**src/rtl/xo_clkout_pkg.sv**
```systemverilog
package xo_clkout_pkg;

    localparam int unsigned XO_SETTLE_DEFAULT = 131072;
    localparam int unsigned XO_DIV_SEL_W      = 2;

    typedef struct packed {
        logic req;
    } xo_req_state_t;

endpackage

```
**src/rtl/xo_req_reg.sv**
```systemverilog
module xo_req_reg
    import xo_clkout_pkg::*;
(
    input  logic clk,
    input  logic rst_n,
    input  logic cfg_en_i,
    input  logic led_en_i,
    output logic req_o
);

    xo_req_state_t st_d;
    xo_req_state_t st_q;

    always_comb begin
        st_d     = st_q;
        st_d.req = cfg_en_i | led_en_i;
    end

    always_ff @(posedge clk or negedge rst_n) begin
        if (!rst_n) begin
            st_q <= '0;
        end else begin
            st_q <= st_d;
        end
    end

    assign req_o = st_q.req;

    assert_req_follows_R1: assert property (@(posedge clk) disable iff (!rst_n)
        $past(rst_n) |-> (req_o == $past(cfg_en_i | led_en_i)));

endmodule

```
**src/rtl/xo_settle_timer.sv**
```systemverilog
module xo_settle_timer #(
    parameter int unsigned LIMIT = 131072
) (
    input  logic clk,
    input  logic rst_n,
    input  logic run_i,
    output logic ready_o
);

    localparam int unsigned CNT_W = $clog2(LIMIT + 1);
    localparam logic [CNT_W-1:0] LIMIT_C = CNT_W'(LIMIT);

    typedef struct packed {
        logic [CNT_W-1:0] cnt;
    } tmr_state_t;

    tmr_state_t st_d;
    tmr_state_t st_q;

    always_comb begin
        st_d = st_q;
        if (!run_i) begin
            st_d.cnt = '0;
        end else if (st_q.cnt != LIMIT_C) begin
            st_d.cnt = st_q.cnt + 1'b1;
        end
    end

    always_ff @(posedge clk or negedge rst_n) begin
        if (!rst_n) begin
            st_q <= '0;
        end else begin
            st_q <= st_d;
        end
    end

    assign ready_o = (st_q.cnt == LIMIT_C);

    assert_ready_needs_run_R2: assert property (@(posedge clk) disable iff (!rst_n)
        $rose(ready_o) |-> $past(run_i));

    assert_drop_clears_R3: assert property (@(posedge clk) disable iff (!rst_n)
        !$past(run_i) |-> !ready_o);

    assert_cnt_bound_R2: assert property (@(posedge clk) disable iff (!rst_n)
        st_q.cnt <= LIMIT_C);

endmodule

```
**src/rtl/xo_phase_divider.sv**
```systemverilog
module xo_phase_divider #(
    parameter int unsigned SEL_W = 2
) (
    input  logic             clk,
    input  logic             rst_n,
    input  logic             active_i,
    input  logic [SEL_W-1:0] sel_i,
    output logic             out_o
);

    localparam int unsigned MAX_HALF = 2 ** ((2 ** SEL_W) - 1);
    localparam int unsigned PCNT_W   = (MAX_HALF > 1) ? $clog2(MAX_HALF) : 1;

    typedef struct packed {
        logic [PCNT_W-1:0] pcnt;
        logic              out;
        logic [SEL_W-1:0]  sel;
    } div_state_t;

    div_state_t st_d;
    div_state_t st_q;
    logic [PCNT_W-1:0] last_cnt;

    function automatic logic [PCNT_W-1:0] half_m1(input logic [SEL_W-1:0] code);
        return PCNT_W'((1 << code) - 1);
    endfunction

    assign last_cnt = half_m1(st_q.sel);

    always_comb begin
        st_d = st_q;
        if (!active_i) begin
            st_d.pcnt = '0;
            st_d.out  = 1'b0;
            st_d.sel  = sel_i;
        end else if (st_q.pcnt == last_cnt) begin
            st_d.pcnt = '0;
            st_d.out  = ~st_q.out;
            if (!st_q.out) begin
                st_d.sel = sel_i;
            end
        end else begin
            st_d.pcnt = st_q.pcnt + 1'b1;
        end
    end

    always_ff @(posedge clk or negedge rst_n) begin
        if (!rst_n) begin
            st_q <= '0;
        end else begin
            st_q <= st_d;
        end
    end

    assign out_o = st_q.out;

    assert_gated_low_R4: assert property (@(posedge clk) disable iff (!rst_n)
        !$past(active_i) |-> !out_o);

    assert_phase_bound_R6: assert property (@(posedge clk) disable iff (!rst_n)
        st_q.pcnt <= last_cnt);

    assert_sel_hold_high_R7: assert property (@(posedge clk) disable iff (!rst_n)
        ($past(st_q.out) && st_q.out) |-> $stable(st_q.sel));

endmodule

```
**src/rtl/xo_clkout_ctrl.sv**
```systemverilog
module xo_clkout_ctrl
    import xo_clkout_pkg::*;
#(
    parameter int unsigned SETTLE_CYCLES = XO_SETTLE_DEFAULT,
    parameter int unsigned DIV_SEL_W     = XO_DIV_SEL_W
) (
    input  logic                 clk_ref,
    input  logic                 rst_n,
    input  logic                 cfg_clk_en,
    input  logic                 led_en_pin,
    input  logic                 ldo_on,
    input  logic                 osc_stable,
    input  logic [DIV_SEL_W-1:0] div_sel,
    output logic                 osc_req,
    output logic                 clk_out,
    output logic                 ready
);

    logic settle_run;
    logic out_allow;

    assign settle_run = cfg_clk_en & osc_stable;
    assign out_allow  = ready & ldo_on & cfg_clk_en;

    xo_req_reg u_req (
        .clk      (clk_ref),
        .rst_n    (rst_n),
        .cfg_en_i (cfg_clk_en),
        .led_en_i (led_en_pin),
        .req_o    (osc_req)
    );

    xo_settle_timer #(
        .LIMIT (SETTLE_CYCLES)
    ) u_timer (
        .clk     (clk_ref),
        .rst_n   (rst_n),
        .run_i   (settle_run),
        .ready_o (ready)
    );

    xo_phase_divider #(
        .SEL_W (DIV_SEL_W)
    ) u_div (
        .clk      (clk_ref),
        .rst_n    (rst_n),
        .active_i (out_allow),
        .sel_i    (div_sel),
        .out_o    (clk_out)
    );

    assert_ldo_gates_R5: assert property (@(posedge clk_ref) disable iff (!rst_n)
        !$past(ldo_on) |-> !clk_out);

    assert_enbit_gates_R4: assert property (@(posedge clk_ref) disable iff (!rst_n)
        !$past(cfg_clk_en) |-> (!clk_out && !ready));

endmodule

```
**config.mk**
```make
export PLATFORM = sky130hd
export DESIGN_NAME = xo_clkout_ctrl
export DESIGN_NICKNAME = d
export VERILOG_FILES = /design/src/rtl/xo_clkout_pkg.sv /design/src/rtl/xo_req_reg.sv /design/src/rtl/xo_settle_timer.sv /design/src/rtl/xo_phase_divider.sv /design/src/rtl/xo_clkout_ctrl.sv
export SDC_FILE = /design/constraint.sdc
export NUM_CORES = 1
export LEC_CHECK = 0
export CAP_MARGIN = 0
export CORE_ASPECT_RATIO = 1.1
export CORE_MARGIN = 2
export CORE_UTILIZATION = 50
export CTS_BUF_LIST = sky130_fd_sc_hd__clkbuf_8
export DETAILED_ROUTE_END_ITERATION = 8
export DONT_BUFFER_PORTS = 1
export PLACE_DENSITY_LB_ADDON = 0.2
export SLEW_MARGIN = 10
export SYNTH_ARGS = -nofsm -noshare
export SYNTH_HDL_FRONTEND = slang
export SYNTH_SLANG_ARGS = --single-unit
```
**constraint.sdc**
```tcl
create_clock -name clk_ref -period 1.8 [get_ports clk_ref]
set_input_delay 0.36 -clock clk_ref [delete_from_list [all_inputs] [get_ports clk_ref]]
set_output_delay 0.36 -clock clk_ref [all_outputs]
set_load 0.02 [all_outputs]
```
==> flow_summary.json <==
{
  "start_util": 0.532,
  "cts_tree": "done",
  "setup_viol": 3,
  "finalNonFillerCells": 187,
  "dpl.hpwl_um": 2090,
  "routed_via_density": 5.89,
  "timing.hold.ws_ns": 0.204,
  "crit_type": "flip-flop to primary output",
  "cts.path.max_buffers": 2,
  "synth_xor_area_frac": 0.0718,
  "finalWirelength_um": 2860,
  "die_area_mm2": 0.00311,
  "hold_depth": 1,
  "first_pass_iters": 4,
  "hp-class": "input port to flip-flop",
  "reg2reg_setup_slack_ns": -0.07,
  "numCtsBuffers": 3,
  "placed_cells": 179,
  "setup_tns_ns": -0.216,
  "ys_types": 34,
  "gp_congestion": 0.766,
  "vias": 1102,
  "peakVddDrop_mv": 0.487,
  "worst_skew_pair.late_latency_ns": 0.26,
  "fp-row-count": 19,
  "p_per_area_mw_per_mm2": 582,
  "crit_path_end_kind": "primary output",
  "worst_ep_required_time_ns": 1.44,
  "syn-mean-instance-area_um2": 10.0,
  "antenna_found_initial": 0,
  "worst_pin_slew_ns": 0.653,
  "post-route-min-period_ns": 1.89,
  "grt_usage": 0.204,
  "coreArea_mm2": 0.00252,
  "syn_inst": 134,
  "layout-drive-gt1-share": 0.263,
  "grt_pass1_wl_um": 4770,
  "critPathArrivalTime_ns": 1.53,
  "clk_pin_slew_worst_paths_ns": 0.09,
  "synth_nets": 145,
  "hold_start": "led_en_pin",
  "synth_edf_count": 0,
  "reg2reg_depth": 8,
  "drtAntennaViolNets": 0,
  "final_nets": 168,
  "p_leak_nw": 0.728,
  "synth_top_family_by_area": "simple AND/OR/NAND/NOR gates",
  "grt_pass1_vias": 1123,
  "synth_seq_cells": 25,
  "fp.dieW_um": 53.4,
  "synth_area_mm2": 0.00134,
  "h-tree-depth": 1,
  "yosys.area_share.simple": 0.291,
  "clkSinkCount": 25,
  "max_freq_mhz": 528,
  "startpoint": "u_timer.st_q[1]",
  "yosysWarnings": 0,
  "outcome": "finished, violations left",
  "fin_worst_skew_ns": 0.00544,
  "cp-start-kind": "flip-flop",
  "syn_to_final_growth_pct": 22.0,
  "grt_overflow": 0,
  "clock-root-buffer": "clkbuf_8",
  "io_pins": 11,
  "maxSlewViolCount": 0,
  "synth_async_sr_flop_share": 1.00,
  "holdPathEnd": "u_req.req_o",
  "final_core_util": 0.649,
  "routedWlPerCell_um": 15.3,
  "drc_errors": 0,
  "synth.area.mux_share": 0.0168,
  "r2r-end": "u_div.st_q[0]",
  "synthAdderAreaFrac": 0.0280,
  "die_h_um": 58.3,
  "fin_ws_ns": -0.0938,
  "ys.flop_type": "dfrtp_1",
  "fillers": 220,
  "slew_headroom": 0.563,
  "cp_max_fo": 2,
  "n_antenna_cell": 0,
  "yosysSeqAreaShare": 0.466,
  "rsz0062_at_grt": "true",
  "hold_violations": 0,
  "fin_crit_sh": 1.05,
  "violations": "setup timing",
  "drv_cap": 0,
  "io_buffers": 0,
  "drt_iter0_markers": 35,
  "synth-compound-area-share": 0.101,
  "reg2reg_from": "u_timer.st_q[1]",
  "grt_max_degree": 26
}
==> Yosys cell counts, drive strengths merged, types with 4 or more instances <==
| cell type | count | share of area |
|---|---|---|
| a21oi | 8 | 0.030 |
| and4 | 4 | 0.027 |
| dfrtp | 25 | 0.47 |
| inv | 5 | 0.014 |
| nand2 | 7 | 0.020 |
| nand3 | 8 | 0.030 |
| nand4 | 8 | 0.060 |
| nor2 | 11 | 0.031 |
| nor3 | 5 | 0.019 |
| nor4 | 4 | 0.019 |
| o21ai | 8 | 0.030 |
| or3 | 7 | 0.034 |
| xor2 | 8 | 0.052 |
==> layout by cell type, fill, tap and decap left out, types with 2 or more instances in the layout <==
master    instances
nor4_2            2
ha_1              2
nand4_4           2
nand4_1           6
nor2_1           11
xnor2_1           3
dfrtp_1          25
buf_4            17
and4_1            2
a21oi_1           8
inv_2             2
inv_1             3
clkbuf_8          3
and2_1            3
nor4_1            2
xor2_1            8
o21ai_0           8
nor3_1            5
nand2_1           6
nand3_1           8
or3_1             6
==> logic make-up (layout without fill, tap and decap cells) <==
| group | after synthesis | in the layout |
|---|---|---|
| AOI/OAI and AO/OA | 22 | 22 |
| adders and majority gates | 3 | 3 |
| and+or+nand+nor | 64 | 64 |
| xor gates and xnor gates | 11 | 11 |
| muxes | 2 | 2 |
| DFF | 25 | 25 |
| buffers and inverters | 7 | 29 |
==> power breakdown <==
group          leakage (nW)  internal (mW)  switching, mW
Clock                0.0269          0.152          0.168
Combinational         0.361         0.0247         0.0348
Sequential            0.340          0.567        0.00620
==> what timing repair did <==
item / in CTS / in global routing
setup buffers: 1 / 1
hold endpoints to repair: 25 / 0
endpoints found under the setup margin: 7 / 4
gates resized for setup: 10 / 5
pin swaps: 2 / 0
hold buffers: 2 / 0
==> how the worst max path moves through the flow <==
stage	end	slack, ns	cells past startpoint
after floorplan	ready	0.02	6
after global placement	ready	0.04	5
final	ready	-0.09	6
after CTS	ready	-0.09	6
after global routing	ready	-0.14	6
after detailed placement	ready	-0.08	6
==> layout make-up <==
cell class / instances / area (µm²) / area share
clock buffer: 3 / 41.3 / 0.0252
clock inverter: 1 / 3.75 / 0.00229
inverter: 5 / 21.3 / 0.0130
multi-input combinational: 102 / 737 / 0.450
sequential: 25 / 626 / 0.382
tap: 31 / 38.8 / 0.0237
timing repair buffer: 20 / 169 / 0.103
==> per-layer routing <==
metal  track usage  wire, µm  vias to the layer above
li1              -         -                      536
met2         0.376      1560                       11
met4        0.0440         8                        0
met5             0         0                        -
met3        0.0254        54                        2
met1         0.251      1240                      553
==> flip-flops by register name, summed over array words and instances, names as in the netlist <==
signal / count
u_timer.st_q: 18
u_div.st_q: 5
u_div.out_o: 1
u_req.req_o: 1
==> through the flow <==
step / total power, mW / worst slack [ns] / area, µm²
floorplan: 0.608 / 0.0175 / 1340
global placement: 0.616 / 0.0396 / 1490
detailed placement: 0.619 / -0.0810 / 1490
CTS: 0.961 / -0.0885 / 1610
global route: 0.983 / -0.141 / 1640
finish: 0.952 / -0.0938 / 1640
==> critical path, stage by stage (launching register included) <==
cell and delay (ns):
dfrtp_1 0.40, inv_2 0.07, ha_4 0.13, nor4b_4 0.22, and4_4 0.27, nand2_2 0.07, inv_4 0.10
Power figures use the tool's default switching activity.
